### config.mk
export PLATFORM = sky130hd
export DESIGN_NAME = mssa_tdc
export DESIGN_NICKNAME = d
export VERILOG_FILES = /design/src/rtl/mssa_pkg.sv /design/src/rtl/mssa_weights.sv /design/src/rtl/mssa_ctrl.sv /design/src/rtl/mssa_tracks.sv /design/src/rtl/mssa_result.sv /design/src/rtl/mssa_tdc.sv
export SDC_FILE = /design/constraint.sdc
export NUM_CORES = 1
export LEC_CHECK = 0
export ABC_AREA = 0
export BUFFER_PORTS_ARGS = -buffer_cell sky130_fd_sc_hd__clkbuf_2
export CELL_PAD_IN_SITES_DETAIL_PLACEMENT = 0
export CELL_PAD_IN_SITES_GLOBAL_PLACEMENT = 1
export CORE_ASPECT_RATIO = 1.4
export CORE_MARGIN = 3
export CORE_UTILIZATION = 25
export DETAILED_ROUTE_END_ITERATION = 7
export MAX_ROUTING_LAYER = met4
export PLACE_DENSITY = 0.54
export SYNTH_ARGS = -nofsm -noshare
export SYNTH_HDL_FRONTEND = slang
export SYNTH_HIERARCHICAL = 1
export SYNTH_SLANG_ARGS = --single-unit
### constraint.sdc
create_clock -name clk -period 2.89 [get_ports clk]
set_input_delay 0.1445 -clock clk [delete_from_list [all_inputs] [get_ports clk]]
set_output_delay 0.1445 -clock clk [all_outputs]
set_load 0.05 [all_outputs]
### src/rtl/mssa_pkg.sv
package mssa_pkg;

   // Sequencer state: idle waiting for a strobe, or resolving bits.
   typedef enum logic {
      ST_IDLE = 1'b0,
      ST_RUN  = 1'b1
   } mssa_state_e;

   // Ticks added in the step that resolves bit k (k >= 1); none for bit 0.
   function automatic longint unsigned step_weight(input int unsigned unit,
                                                   input int unsigned k);
      if (k == 0) return 0;
      return longint'(unit) << (k - 1);
   endfunction

endpackage

### src/rtl/mssa_weights.sv
module mssa_weights #(
   parameter int NBITS      = 6,
   parameter int UNIT_TICKS = 3,
   parameter int AW         = 24,
   parameter int SW         = 3
) (
   input  logic [SW-1:0] step,
   output logic [AW-1:0] weight
);
   import mssa_pkg::*;

   logic [AW-1:0] wt_tab [NBITS];

   generate
      if (UNIT_TICKS < 1) begin : g_bad_unit
         $error("mssa_weights: UNIT_TICKS must be at least 1");
      end
      for (genvar k = 0; k < NBITS; k++) begin : g_wt
         localparam logic [AW-1:0] WK = AW'(step_weight(UNIT_TICKS, k));
         assign wt_tab[k] = WK;
      end
   endgenerate

   assign weight = wt_tab[step];

endmodule

### src/rtl/mssa_ctrl.sv
module mssa_ctrl #(
   parameter int NBITS = 6,
   parameter int SW    = 3
) (
   input  logic          clk,
   input  logic          rst_n,
   input  logic          start,
   output logic          load,
   output logic          busy,
   output logic          last,
   output logic [SW-1:0] step,
   output logic          done
);
   import mssa_pkg::*;

   localparam logic [SW-1:0] TOP_STEP = SW'(NBITS - 1);

   mssa_state_e   state_q;
   logic [SW-1:0] step_q;
   logic          done_q;

   generate
      if (NBITS < 2) begin : g_bad_nbits
         $error("mssa_ctrl: NBITS must be at least 2");
      end
   endgenerate

   assign busy = (state_q == ST_RUN);
   assign load = start && (state_q == ST_IDLE);
   assign last = busy && (step_q == '0);
   assign step = step_q;
   assign done = done_q;

   always_ff @(posedge clk or negedge rst_n) begin
      if (!rst_n) begin
         state_q <= ST_IDLE;
         step_q  <= '0;
         done_q  <= 1'b0;
      end else begin
         done_q <= last;
         if (load) begin
            state_q <= ST_RUN;
            step_q  <= TOP_STEP;
         end else if (last) begin
            state_q <= ST_IDLE;
         end else if (busy) begin
            step_q <= step_q - 1'b1;
         end
      end
   end

   AST_DONE_SINGLE: assert property (@(posedge clk) disable iff (!rst_n)
      done |=> !done);
   AST_LAST_TO_DONE: assert property (@(posedge clk) disable iff (!rst_n)
      last |=> done);
   AST_START_IGNORED: assert property (@(posedge clk) disable iff (!rst_n)
      (busy && !last && start) |=> (busy && step_q == $past(step_q) - 1'b1));

endmodule

### src/rtl/mssa_tracks.sv
module mssa_tracks #(
   parameter int            TW  = 12,
   parameter int            AW  = 24,
   parameter logic [AW-1:0] PRE = '0
) (
   input  logic          clk,
   input  logic          rst_n,
   input  logic          load,
   input  logic          advance,
   input  logic [TW-1:0] sig_time,
   input  logic [TW-1:0] ref_time,
   input  logic [AW-1:0] weight,
   output logic          sig_leads,
   output logic [AW-1:0] sig_acc,
   output logic [AW-1:0] ref_acc
);

   generate
      if (AW <= TW) begin : g_bad_aw
         $error("mssa_tracks: accumulator must be wider than the input");
      end
   endgenerate

   // Strictly earlier signal wins; equality resolves toward the reference.
   assign sig_leads = (sig_acc < ref_acc);

   always_ff @(posedge clk or negedge rst_n) begin
      if (!rst_n) begin
         sig_acc <= '0;
         ref_acc <= '0;
      end else if (load) begin
         sig_acc <= AW'(sig_time);
         ref_acc <= AW'(ref_time) + PRE;
      end else if (advance) begin
         if (sig_leads) sig_acc <= sig_acc + weight;
         else           ref_acc <= ref_acc + weight;
      end
   end

   AST_TRACKS_MONOTONE: assert property (@(posedge clk) disable iff (!rst_n)
      advance |=> (sig_acc >= $past(sig_acc)) && (ref_acc >= $past(ref_acc)));
   AST_LEADER_ONLY: assert property (@(posedge clk) disable iff (!rst_n)
      advance |=> ($past(sig_leads)
                   ? (sig_acc > $past(sig_acc) && ref_acc == $past(ref_acc))
                   : (ref_acc > $past(ref_acc) && sig_acc == $past(sig_acc))));

endmodule

### src/rtl/mssa_result.sv
module mssa_result #(
   parameter int NBITS   = 6,
   parameter int SW      = 3,
   parameter bit BIPOLAR = 1'b0
) (
   input  logic             clk,
   input  logic             rst_n,
   input  logic             load,
   input  logic             busy,
   input  logic             last,
   input  logic [SW-1:0]    step,
   input  logic             sig_leads,
   output logic [NBITS-1:0] code
);

   logic [NBITS-1:0] bits_q;
   logic [NBITS-1:0] word;
   logic [NBITS-1:0] decoded;
   logic [NBITS-1:0] code_q;

   always_comb begin
      word       = bits_q;
      word[step] = sig_leads;
   end

   // One-sided mode: the half-range offset on the reference track makes the
   // raw decision word the complement of the magnitude.
   generate
      if (BIPOLAR) begin : g_offset_bin
         assign decoded = word;
      end else begin : g_magnitude
         assign decoded = ~word;
      end
   endgenerate

   always_ff @(posedge clk or negedge rst_n) begin
      if (!rst_n) begin
         bits_q <= '0;
         code_q <= '0;
      end else if (load) begin
         bits_q <= '0;
      end else if (busy) begin
         bits_q <= word;
         if (last) code_q <= decoded;
      end
   end

   assign code = code_q;

   AST_CODE_HOLD: assert property (@(posedge clk) disable iff (!rst_n)
      !last |=> $stable(code_q));

endmodule

### src/rtl/mssa_tdc.sv
module mssa_tdc #(
   parameter int NBITS      = 6,
   parameter int TW         = 12,
   parameter int UNIT_TICKS = 3,
   parameter bit BIPOLAR    = 1'b0
) (
   input  logic             clk,
   input  logic             rst_n,
   input  logic             start,
   input  logic [TW-1:0]    sig_time,
   input  logic [TW-1:0]    ref_time,
   output logic [NBITS-1:0] code,
   output logic             done
);

   localparam int            SW  = $clog2(NBITS);
   localparam int            AW  = TW + NBITS + $clog2(UNIT_TICKS + 1) + 1;
   localparam logic [AW-1:0] PRE = BIPOLAR ? '0 : (AW'(UNIT_TICKS) << (NBITS - 1));

   generate
      if (NBITS < 2 || NBITS > 16) begin : g_bad_range
         $error("mssa_tdc: NBITS must lie in 2..16");
      end
      if (TW < 2) begin : g_bad_tw
         $error("mssa_tdc: TW must be at least 2");
      end
   endgenerate

   logic          load, busy, last, sig_leads;
   logic [SW-1:0] step;
   logic [AW-1:0] weight, sig_acc, ref_acc;

   mssa_ctrl #(.NBITS(NBITS), .SW(SW)) u_ctrl (
      .clk(clk), .rst_n(rst_n), .start(start), .load(load),
      .busy(busy), .last(last), .step(step), .done(done)
   );

   mssa_weights #(.NBITS(NBITS), .UNIT_TICKS(UNIT_TICKS), .AW(AW), .SW(SW)) u_wt (
      .step(step), .weight(weight)
   );

   mssa_tracks #(.TW(TW), .AW(AW), .PRE(PRE)) u_tracks (
      .clk(clk), .rst_n(rst_n), .load(load), .advance(busy && !last),
      .sig_time(sig_time), .ref_time(ref_time), .weight(weight),
      .sig_leads(sig_leads), .sig_acc(sig_acc), .ref_acc(ref_acc)
   );

   mssa_result #(.NBITS(NBITS), .SW(SW), .BIPOLAR(BIPOLAR)) u_res (
      .clk(clk), .rst_n(rst_n), .load(load), .busy(busy), .last(last),
      .step(step), .sig_leads(sig_leads), .code(code)
   );

   AST_WEIGHT_HALVING: assert property (@(posedge clk) disable iff (!rst_n)
      (busy && !last) |=> ((sig_acc + ref_acc) ==
         $past(sig_acc + ref_acc) + (AW'(UNIT_TICKS) << ($past(step) - 1'b1))));
   AST_FINAL_NO_DELAY: assert property (@(posedge clk) disable iff (!rst_n)
      last |=> ($stable(sig_acc) && $stable(ref_acc)));

endmodule

* Yosys cells after proc, flatten, opt, wreduce, memory -nomap -nowiden
Memories as Yosys holds them, arrays and structs flattened.
Cells that the tools add are included.
** Cells by class
- $add $sub $neg :: 4
- Bitwise gates (word level) :: 4
- Reduce and logical (&&, ||, !) cells :: 14
- Magnitude comparators :: 4
- Muxes and demuxes :: 18
- Equal/unequal tests :: 2
** Operator list (count)
- two-way mux 21 bit :: 8
- adder 21 bit :: 2
- < comparator 21 bit :: 1
- adder 12 x 7 -> 13 bit (second input constant) :: 1
- two-way mux 6 bit :: 2
- two-way mux 3 bit :: 3
- nonzero test 2 bit :: 4
- bitwise mux 6 bit :: 1
- NOT 6 bit :: 1
- AND reduction 2 bit :: 3
- greater-or-equal comparator 4 bit (second input constant) :: 1
- logical AND 1 bit :: 4
- < comparator 3 x 4 -> 1 bit (second input constant) :: 1
- != test 2 bit (second input constant) :: 2
- NOT 3 -> 4 bit :: 1
- demux 1 bit (select 3 bit) :: 1
- greater-or-equal comparator 3 x 1 -> 1 bit (second input constant) :: 1
- logical NOT 3 bit :: 1
- two-way mux 1 bit :: 3
- AND reduction 3 bit :: 1
- subtractor 3 x 1 -> 3 bit (second input constant) :: 1
- NOT 1 bit :: 2
- logical NOT 1 bit :: 1
** Word-level totals
- Memories :: 1
- Logic and storage cells :: 54
- Output and inout bits :: 7
- Memory bits (read-only) :: 168
- Input bits :: 27
- Register bits after elaboration :: 59
** Memory list
- (name not given) :: depth 8, bits a word 21, rd ports 1, clocked after memory_dff 0, wr ports 0, RTL line mssa_weights.sv:24 : assign weight = wt_tab[step];

* Logic depth before layout (Yosys ltp)
Gate-level depths: netlist of run 1.
- Depth in word-level cells :: 8
- Depth in mapped cells :: 13
- Gate-level depth less buffers :: 13

* Modules after synthesis
The synthesis of run 1 kept the hierarchy.
** By module, submodules not included
- mssa_tracks :: cells an instance 532, instances 1, seq. area each 1051.0 sq um, area an instance 4337.9 sq um
- mssa_result :: cells an instance 65, instances 1, seq. area each 300.3 sq um, area an instance 683.2 sq um
- mssa_ctrl :: cells an instance 23, instances 1, seq. area each 125.1 sq um, area an instance 262.8 sq um
- mssa_weights :: cells an instance 26, instances 1, seq. area each 0.0 sq um, area an instance 186.4 sq um
- mssa_tdc :: cells an instance 1, instances 1, seq. area each 0.0 sq um, area an instance 13.8 sq um

* Worst setup path before layout of run 1
No wires, ideal clock.
- Kind :: register to register
- From :: reg u_ctrl.step_q[0], in the netlist u_ctrl/step[0]
- To :: reg u_tracks.sig_acc[20]
- Path buffers :: 0
- Arrival time :: 2.906 ns
- Required time :: 2.812 ns
- Stages on the path, launching flop included :: 12
- Slack :: -0.094 ns
- Clock period less this slack :: 2.984 ns
- Setup time :: 0.078 ns
- Cell sequence :: dfrtp_1 -> ha_1 -> nor2_1 -> fa_1 -> a21o_4 -> a31oi_4 -> or3_4 -> a31oi_2 -> o21ai_2 -> and3_1 -> or4_1 -> a21oi_1
** Between the ends
- Cells in the longest elaborated chain, start to end :: 8
- Elaborated cells between the ends (all ways) :: 14
- Those cells by class :: add/sub (1); mux (5); bitwise (1); reduce/logical (6); memory (1)
** RTL lines
- start, declared :: RTL line mssa_ctrl.sv:19 : logic [SW-1:0] step_q;
- start signal, assigned :: RTL line mssa_ctrl.sv:47 : step_q <= step_q - 1'b1;
- NOT 3 -> 4 bit (not written as such) :: RTL line mssa_weights.sv:24
- memory (8 x 21 bit)
- two-way mux 21 bit (not written as such) (2 in series) :: RTL line mssa_weights.sv:24
- named net weight[1] :: RTL line mssa_tdc.sv:31 : logic [AW-1:0] weight, sig_acc, ref_acc;
- adder 21 bit :: RTL line mssa_tracks.sv:35 : if (sig_leads) sig_acc <= sig_acc + weight;
- two-way mux 21 bit :: RTL line mssa_tracks.sv:35
- two-way mux 21 bit :: RTL line mssa_tracks.sv:34 : end else if (advance) begin
- two-way mux 21 bit :: RTL line mssa_tracks.sv:31 : end else if (load) begin
- end signal, assigned :: RTL line mssa_tracks.sv:32 : sig_acc <= AW'(sig_time);
- end signal, assigned :: RTL line mssa_tracks.sv:35
- end, declared :: RTL line mssa_tracks.sv:14 : output logic [AW-1:0] sig_acc,
The timed path passes the listed nets, and every way through them passes these cells. The select of a mux whose other input is x is not followed.
A chain may end at the register's enable or synchronous reset.

* Worst setup path in the final report of run 1
Same ends and word-level chain as after synthesis.

==> qor.txt, run 1 <==
RSZ-0062 raised after global routing: true
adder-cell share of the synthesized area: 15.6%
clock buffer depth: 2
global-route wire length before repair: 26200 um
pin slew with the least headroom to its limit: 0.815 ns
Cell variety after synth: 83
Fin. Hold Viols: 0
final cell utilization of the core: 32.3%
multiplexer share of the synthesized area: 2.40%
status: finished clean
critical path startpoint category: flop
compound-gate portion of the synthesized area: 26.1%
Clock Root Buffer: clkbuf_16
drt first pass iters: 4
core area: 0.0214 sq mm
Worst Hold Class: primary input to flop
Setup crit end kind: flop
dpl hpwl: 12400 um
hold path start: ref_time[3]
via count: 4902
Final nets: 825
largest family of logic cells by synthesized area: compound AO/OA/AOI/OAI gates
M1 GR Usage: 14.7%
Synth Instances: 647
Critical Path Sink: u_tracks/sig_acc[20]
Final Wtd Congestion: 0.871
worst path arrival time: 3.06 ns
overflow left after global routing: 0
initial antenna violation count: 0
worst reg2reg path depth: 13
Placed Area: 0.00627 sq mm
post-synthesis async set-or-reset flop share: 100%
Yosys Warn Count: 6
drt initial violations: 158
Avg Inst Size Synth: 8.48 sq um
# Max-Cap Violations: 0
Die Ht: 181 um
wire length per cell: 15.6 um
reg2reg start: u_ctrl/step[0]
CTS Buf Count: 9
Setup-failing EPs final: 0
die width: 131 um
area grow syn2layout: 25.9%
Max transition margin: 45.7%
RR Endpoint: u_tracks/sig_acc[20]
total track usage: 14.0%
crit path kind: flop to flop
Final min period: 2.80 ns
Seq/Total Area, Yosys: 26.9%
met3 Usage GRT: 2.01%
crit share post-route: 96.7%
worst endpoint required time: 3.15 ns
Final Cell Area: 0.00691 sq mm
crit path launch: u_ctrl/step[0]
DRC violations left: 0
vias in the first global route: 5161
clock slew seen by the registers of the worst setup and hold paths: 0.06 ns
clk_lat worst skew: 0.34 ns
share of layout cells above drive strength 1: 23.9%
Main synth FF type: dfrtp_1
largest net degree at the start of global routing: 48
met2 Track Usage GR: 26.8%
Post-Route WL: 16000 um
ant diodes: 0
Fmax achieved: 358 MHz
GRT busiest layer: met2
area of the mapped netlist: 0.00548 sq mm
row cnt: 63
die area: 0.0238 sq mm
xor/xnor cell area share of the yosys netlist: 5.43%
Sink Count: 59
routed vias/inst: 4.77
initial core utilization: 25.7%
H-tree depth: 3
max-slew violations: 0
r2r setup slk: 0.09 ns
CP Max Fanout: 3
flip-flop and latch count after synthesis: 59
Post-synth EDFFs: 0
Worst Skew: 0.00897 ns
Routed Antenna Nets: 0
CTS tree: built
port bufs: 33
simple-gate share of the synthesized area: 16.9%
I/O pins: 34
-- registers in the layout (all words and copies together) (netlist names) --
name / cells
u_ctrl/step: 3
u_res/bits_q: 6
u_res/code: 6
u_ctrl/busy: 1
u_ctrl/done: 1
u_tracks/sig_acc: 21
u_tracks/ref_acc: 21
-- metal layers --
layer  part of all wire (%)  up-vias
li1                       -     2488
met1                     41     2343
met2                     55       52
met3                    1.8       19
met4                    2.1        0
met5                      0        -
-- kinds of logic (layout without fill, tap and decap cells) --
logic type	Yosys count	after routing
multiplexers	13	13
flip-flops	59	59
AO/OA/AOI/OAI	214	214
AND/OR/NAND/NOR	186	186
XOR/XNOR	34	34
other	1	15
buffers and inverters	73	148
adder cells (fa/ha/maj)	67	67
-- placed cells by master, fill, tap and decap left out, drive strengths merged, types with 12 or more instances in the layout --
master,count
a21oi,73
ha,65
buf,61
nor2,60
dfrtp,59
nand2,52
o21ai,46
clkbuf,43
inv,37
xnor2,23
a21o,21
conb,15
nand4,13
mux2i,12
-- worst min path at each step --
stage,to,slack (ns),cells past startpoint
2_1_floorplan,u_ctrl/busy,-0.15,0
3_3_place_gp,u_ctrl/busy,0.29,1
3_5_place_dp,u_ctrl/busy,0.28,1
4_1_cts,u_tracks/ref_acc[3],0.006,3
5_1_grt,u_tracks/sig_acc[1],0.01,3
6_report,u_tracks/ref_acc[3],0.01,3
-- through the flow --
stage,TNS [ns],worst slack (ns),hold WS [ns],cells
floorplan,0,0.0151,-0.151,661
global placement,-0.327,-0.186,0.290,1000
detailed placement,-0.537,-0.215,0.279,1000
CTS,-0.0107,-0.0107,0.00635,1023
global route,-0.0436,-0.0129,0.00985,1028
finish,0,0.0942,0.0122,1028
-- timing repair --
item	in CTS	in global routing
endpoints found under the hold margin	27	0
setup endpoints to repair	10	17
setup buffers	6	6
pin swaps	10	10
hold buffers	1	0
resized for setup	15	31
-- synthesized netlist by cell type, drive strengths merged (11+ instances only) --
master | n | area, sq um
clkbuf | 13 | 48.8
xor2 | 11 | 96.3
buf | 23 | 175
xnor2 | 23 | 201
mux2i | 12 | 120
nor3 | 11 | 55.1
a21o | 21 | 165
o21ai | 46 | 234
dfrtp | 59 | 1480
nand4 | 13 | 81.3
ha | 65 | 813
nand2 | 52 | 195
a21oi | 73 | 373
nor2 | 60 | 228
inv | 37 | 139
-- area by class of cell --
| class | instances | area [sq um] |
|---|---|---|
| fill | 2297 | 14500 |
| multi-input combinational | 529 | 3920 |
| sequential | 59 | 1480 |
| timing repair buffer | 95 | 686 |
| tap | 292 | 365 |
| clock buffer | 10 | 229 |
| inverter | 37 | 139 |
| clock inverter | 6 | 90.1 |
-- worst max-delay path, cell delays in order (launching register included) --
cell and delay [ns]:
dfrtp_2 0.41, buf_6 0.12, ha_4 0.12, inv_2 0.04, mux2i_4 0.25, ha_4 0.18
a2111o_1 0.20, a31oi_4 0.05, or3_4 0.37, a31oi_4 0.17, o21ai_2 0.08, and3_4 0.18
or4_4 0.41, a21oi_2 0.13
Power of run 1 is not shown: default switching activity piles up to over one toggle a cycle in this logic, so the estimate is an artifact.
==> run 2, diff against run 1 <==
Settings changed: CAP_MARGIN set to 0, PLACE_DENSITY 0.54 to 0.52.
Clock period 2.89 ns to 2.6 ns, I/O delays scaled along.
==> qor.txt, run 2 (same netlist as run 1, synthesis figures left out) <==
status: finished, violations left
failing checks: negative hold slack, negative setup slack
worst reg2reg path depth: 12 (-1)
initial antenna violation count: 0 (unchanged)
vias in the first global route: 5374 (+4.1%)
Clock Root Buffer: clkbuf_16
worst path arrival time: 3.09 ns (+0.03 ns)
Post-Route WL: 17000 um (+6.2%)
RSZ-0062 raised after global routing: true
I/O pins: 34 (unchanged)
max-slew violations: 0 (unchanged)
dpl hpwl: 12800 um (+3.3%)
crit share post-route: 110% (+14 points)
wire length per cell: 15.7 um (+0.96%)
row cnt: 63 (unchanged)
core area: 0.0214 sq mm (unchanged)
Final min period: 2.87 ns (+0.0771 ns)
H-tree depth: 3 (unchanged)
clock slew seen by the registers of the worst setup and hold paths: 0.06 ns (about the same)
Die Ht: 181 um (unchanged)
initial core utilization: 25.7% (unchanged)
hold slack: -0.0541 ns (-0.0663 ns)
r2r setup slk: -0.27 ns (-0.37 ns)
Routed Antenna Nets: 0 (unchanged)
crit path kind: flop to flop
routed vias/inst: 4.79 (+0.45%)
# Max-Cap Violations: 0 (unchanged)
Final nets: 878 (+6.4%)
Fill cells: 2273 (-1.0%)
Layout Cells excl Fill: 1081 (+5.2%)
number of placed instances, taps included: 1040 (+4.0%)
ant diodes: 0 (unchanged)
global-route wire length before repair: 26700 um (+1.9%)
overflow left after global routing: 0 (unchanged)
CTS Buf Count: 9 (unchanged)
Fmax achieved: 348 MHz (-2.7%)
drt initial violations: 146 (-7.6%)
Fin. Hold Viols: 17 (+17)
Multi-input gate area: 0.00424 sq mm (+8.2%)
Worst Skew: 0.00928 ns (+0.000312 ns)
CTS tree: built
RR Endpoint: u_tracks/ref_acc[20]
die width: 131 um (unchanged)
drt first pass iters: 4 (unchanged)
total track usage: 14.3% (+0.27 points)
highest-count cells in the layout ignoring fill and taps: 96 x buf_4, 57 x nor2_1, 57 x a21oi_1
area grow syn2layout: 39.4%
Regs by FF count: u_tracks/ref_acc: 21 flops, u_tracks/sig_acc: 21 flops
die area: 0.0238 sq mm (unchanged)
clk_lat worst skew: 0.34 ns (about the same)
Final Wtd Congestion: 0.853 (-2.2%)
port bufs: 33 (unchanged)
Worst Hold Class: primary input to asynchronous set/reset pin
crit path launch: u_ctrl/step[0]
via count: 5178 (+5.6%)
largest net degree at the start of global routing: 60 (+25%)
final worst slack: -0.273 ns (-0.367 ns)
Sink Count: 59 (unchanged)
share of layout cells above drive strength 1: 34.9% (+11 points)
Setup-failing EPs final: 20 (+20)
worst endpoint required time: 2.82 ns (-0.33 ns)
CP Max Fanout: 4 (+1)
sequential cell area: 0.00148 sq mm (about the same)
setup_tns: -2.25 ns (-2.25 ns)
Max transition margin: 42.1% (-3.6 points)
DRC violations left: 0 (unchanged)
clock buffer depth: 2 (unchanged)
Setup crit end kind: flop
pin slew with the least headroom to its limit: 0.868 ns (+0.0537 ns)
reg2reg start: u_ctrl/step[0]
commonest non-fill, non-tap cell in the layout: buf_4
critical path startpoint category: flop
-- run 2: cell types whose count changed in the layout (fill, tap and decap cells not counted), moves of 4 or more --
cell        change
o21ai_4         +4
buf_4          +41
a211oi_1        -6
clkinvlp_4      +4
ha_1            -4
buf_6          +10
a21oi_1         -8
a21oi_2         +7
a211oi_2        +6
-- run 2: per-layer routing --
layer / up-vias / track usage, % / share of wire [%]
met5: - / - / 0
met4: 0 / 4.67 / 1.9
met3: 13 / 1.78 / 1.8
met2: 61 / 28.2 / 57
met1: 2505 / 14.5 / 40
li1: 2599 / - / -
-- run 2: worst max-delay path, cell delays in order (launching register included) --
cell and delay [ns]:
dfrtp_2 0.44, ha_4 0.16, nor2b_4 0.13, ha_4 0.17
fa_2 0.41, a21oi_4 0.17, o211ai_1 0.18, nand4_1 0.19
nand2_2 0.10, a21oi_4 0.16, o21ai_2 0.07, a211o_1 0.27
mux2_4 0.29
-- run 2: final cells by class --
class | instances | area share (%)
Inverter | 37 | 1.82
Timing Repair Buffer | 148 | 14.9
Clock buffer | 9 | 2.95
Tap cell | 292 | 4.78
Sequential cell | 59 | 19.4
Clock inverter | 7 | 0.720
Multi-Input combinational cell | 529 | 55.5
-- run 2: how the worst max path moves through the flow --
stage / to / slack (ns)
after global placement: u_tracks/sig_acc[20] / -0.26
final: u_tracks/ref_acc[20] / -0.27
after CTS: u_tracks/sig_acc[20] / -0.27
after global routing: u_tracks/ref_acc[20] / -0.41
after floorplan: u_tracks/ref_acc[20] / -0.11
after detailed placement: u_tracks/sig_acc[20] / -0.32
-- run 2: through the flow --
step	cell area [sq um]	util (%)	setup slack [ns]	hold WS, ns
final	7650	35.8	-0.273	-0.0541
after global routing	7650	35.8	-0.410	0.0154
after CTS	7080	33.1	-0.268	0.000517
after detailed placement	6630	31.0	-0.317	0.350
after global placement	6630	31.0	-0.257	0.345
after floorplan	5610	-	-0.111	-0.166
-- run 2: timing repair --
item	4_1_cts	5_1_grt
hold endpoints to repair	2	0
buffers inserted	6	17
endpoints found under the setup margin	29	45
resized for setup	22	78
hold buffers	2	0
pin swaps	32	62
gates cloned	0	1
Power of run 2 is left out for the same reason.
==> run 3, diff against run 2 <==
Settings changed: MAX_ROUTING_LAYER met4 to unset, PLACE_DENSITY 0.52 to 0.53, SYNTH_HIERARCHICAL 1 to unset.
==> qor.txt, run 3 <==
multiplexer share of the synthesized area: 1.91% (-0.48 points)
via count: 4627 (-11%)
xor/xnor cell area share of the yosys netlist: 1.20% (-4.2 points)
max-slew violations: 0 (unchanged)
dpl hpwl: 11700 um (-8.2%)
largest net degree at the start of global routing: 60 (unchanged)
Yosys top cell area share: 33.7% (+6.8 points)
total power draw: 9240 uW
drt first pass iters: 5 (+1)
Post-Syn Nets: 589
area of the mapped netlist: 0.00438 sq mm (-20%)
flip-flop and latch count after synthesis: 59 (unchanged)
Routed Antenna Nets: 0 (unchanged)
CTS tree: built
failing checks: negative hold slack, negative setup slack
compound-gate portion of the synthesized area: 27.6% (+1.5 points)
VDD IR max: 0.471 mV
# Max-Cap Violations: 0 (unchanged)
Avg Inst Size Synth: 8.38 sq um (-1.1%)
slowest stage delay, CP: 0.41 ns (-0.03 ns)
Fin. Hold Viols: 11 (-6)
most common cell in the netlist: dfrtp_1
top post-synthesis cells by count: 59 x dfrtp_1, 46 x o21ai_0, 42 x nor2_1, 41 x nand2_1, 37 x ha_1
Yosys Warn Count: 0 (-6)
crit path kind: flop to flop
CP max stage cell: or4_1
routed vias/inst: 5.10 (+6.5%)
total track usage: 16.8% (+2.5 points)
Regs by FF count: u_tracks.ref_acc: 21 flops, u_tracks.sig_acc: 21 flops
H-tree depth: 3 (unchanged)
worst path arrival time: 2.92 ns (-0.17 ns)
critical path startpoint category: flop
core area: 0.0170 sq mm (-21%)
WP buf/inv: 3 (+3)
final worst slack: -0.0634 ns (+0.210 ns)
row cnt: 56 (-11%)
vias in the first global route: 4757 (-11%)
Final nets: 736 (-16%)
met2 Track Usage GR: 31.9% (+3.7 points)
P_leak: 0.00294 uW
Clock Root Buffer: clkbuf_16
Final min period: 2.66 ns (-0.210 ns)
simple-gate share of the synthesized area: 19.1% (+2.2 points)
clk_lat worst skew: 0.34 ns (about the same)
wire length per cell: 17.8 um (+13%)
ant diodes: 0 (unchanged)
clock slew seen by the registers of the worst setup and hold paths: 0.06 ns (about the same)
Max transition margin: 42.4% (+0.24 points)
overflow left after global routing: 0 (unchanged)
GRT busiest layer: met2
Worst Hold Class: primary input to asynchronous set/reset pin
adder-cell share of the synthesized area: 11.5% (-4.1 points)
Synth area leader: dfrtp_1
CTS Buf Count: 9 (unchanged)
clock buffer depth: 2 (unchanged)
Post-Route WL: 16200 um (-4.8%)
crit share post-route: 102% (-8.1 points)
DRC violations left: 0 (unchanged)
initial antenna violation count: 0 (unchanged)
drt initial violations: 169 (+16%)
met3 Usage GRT: 1.91% (+0.13 points)
hold buffer count at CTS: 0 (-2)
commonest non-fill, non-tap cell in the layout: buf_4
Setup-failing EPs final: 11 (-45%)
die area: 0.0192 sq mm (-19%)
Top delay family on crit path: simple AND/OR/NAND/NOR gates
Cell variety after synth: 58 (-30%)
highest-count cells in the layout ignoring fill and taps: 113 x buf_4, 56 x dfrtp_1, 39 x nand2_1, 39 x nor2_1, 33 x clkbuf_2
pre-CTS setup slack: -0.217 ns (+0.0998 ns)
port bufs: 33 (unchanged)
status: finished, violations left
worst endpoint required time: 2.86 ns (+0.04 ns)
largest family of logic cells by synthesized area: compound AO/OA/AOI/OAI gates
Fmax achieved: 375 MHz (+7.9%)
Final Wtd Congestion: 0.803 (-5.8%)
die width: 118 um (-10%)
M1 GR Usage: 19.4% (+4.9 points)
Die Ht: 163 um (-10%)
global-route wire length before repair: 25500 um (-4.5%)
initial core utilization: 25.9% (+0.18 points)
crit path cell chain: inv_2 -> ha_4 -> nor2b_4 -> ha_4 -> inv_2 -> fa_2 -> nand2b_4 -> a21oi_4 -> a31o_4 -> buf_6 -> nand2_4 -> or4_1 -> a31oi_1
hold slack: -0.0158 ns (+0.0383 ns)
Setup crit end kind: flop
area grow syn2layout: 51.3%
Sink Count: 59 (unchanged)
Area contributors post-synth: dfrtp_1 34%, ha_1 11%, o21ai_0 5.3%
Seq/Total Area, Yosys: 33.7% (+6.8 points)
Worst Skew: 0.00820 ns (-0.00108 ns)
I/O pins: 34 (unchanged)
final cell utilization of the core: 39.1% (+3.3 points)
Post-synth EDFFs: 0 (unchanged)
post-synthesis async set-or-reset flop share: 100% (unchanged)
Synth Instances: 523 (-19%)
pin slew with the least headroom to its limit: 0.865 ns (-0.00361 ns)
PwrDens: 1390 mW/mm^2
CP Max Fanout: 3 (-1)
Main synth FF type: dfrtp_1
share of layout cells above drive strength 1: 40.3% (+5.4 points)
RSZ-0062 raised after global routing: true
[run 3: layout make-up]
type / instances / area, sq um
Clock buffer: 9 / 225
Clock inverter: 7 / 68.8
Fill cell: 1769 / 10300
Inverter: 35 / 131
Multi-Input combinational cell: 406 / 3240
Sequential cell: 59 / 1480
Tap cell: 232 / 290
Timing Repair Buffer: 159 / 1190
[run 3: layer usage]
layer / vias up / part of all wire (%)
li1: 2265 / -
met4: 0 / 2.8
met5: - / 0
met1: 2266 / 42
met2: 72 / 53
met3: 24 / 2.3
[run 3: path summary, 6_finish.rpt]
path,startpoint,end,slack (ns),cells past startpoint
worst max-delay path,u_ctrl.step[1],u_tracks.sig_acc[10],-0.06,13
worst min-delay path,rst_n,u_tracks.sig_acc[8],-0.02,2
worst max register to register,u_ctrl.step[1],u_tracks.sig_acc[10],-0.06,13
worst min register to register,u_res.code[1],u_res.code[1],0.47,2
max in group asynchronous,rst_n,u_ctrl.step[2],2.00,2
min in group clk,sig_time[0],u_tracks.sig_acc[0],0.03,3
[run 3: power breakdown]
part	total, uW	internal [uW]	switching [uW]	leakage, uW
sequential	1620	1310	311	0.000701
clock	1210	738	472	0.000141
combinational	6410	3040	3380	0.00210
[run 3: metrics by stage]
stage | TNS, ns | std cells | cell area [sq um] | hold slack, ns
final | -0.310 | 907 | 6630 | -0.0158
after global routing | -1.96 | 907 | 6630 | 0.0399
after CTS | -0.132 | 900 | 6240 | 0.0248
after detailed placement | -2.66 | 870 | 5610 | 0.391
after global placement | -1.58 | 870 | 5610 | 0.395
after floorplan | -0.0763 | 523 | 4430 | -0.166
[run 3: repair_timing]
| action | 4_1_cts | 5_1_grt |
|---|---|---|
| buffers inserted | 12 | 6 |
| gates cloned | 2 | 1 |
| gates resized for setup | 53 | 73 |
| pin swaps | 23 | 32 |
| endpoints found under the setup margin | 31 | 39 |
[run 3: worst reg2reg max path, stage by stage (launching register included)]
cell      delay, ns
dfrtp_1        0.39
inv_2          0.08
ha_4           0.11
nor2b_4        0.18
ha_4           0.15
inv_2          0.03
fa_2           0.33
nand2b_4       0.16
a21oi_4        0.17
a31o_4         0.20
buf_6          0.13
nand2_4        0.05
or4_1          0.41
a31oi_1        0.17
[run 3: cell families (layout without fill, tap and decap cells)]
| kind of cell | after synthesis | count (layout) |
|---|---|---|
| muxes | 8 | 8 |
| xor gates and xnor gates | 6 | 6 |
| and+or+nand+nor | 170 | 170 |
| adders and majority gates | 39 | 39 |
| AOI/OAI and AO/OA | 183 | 183 |
| DFF | 59 | 59 |
| buffers and inverters | 58 | 210 |
(Power assumes the default switching activity.)
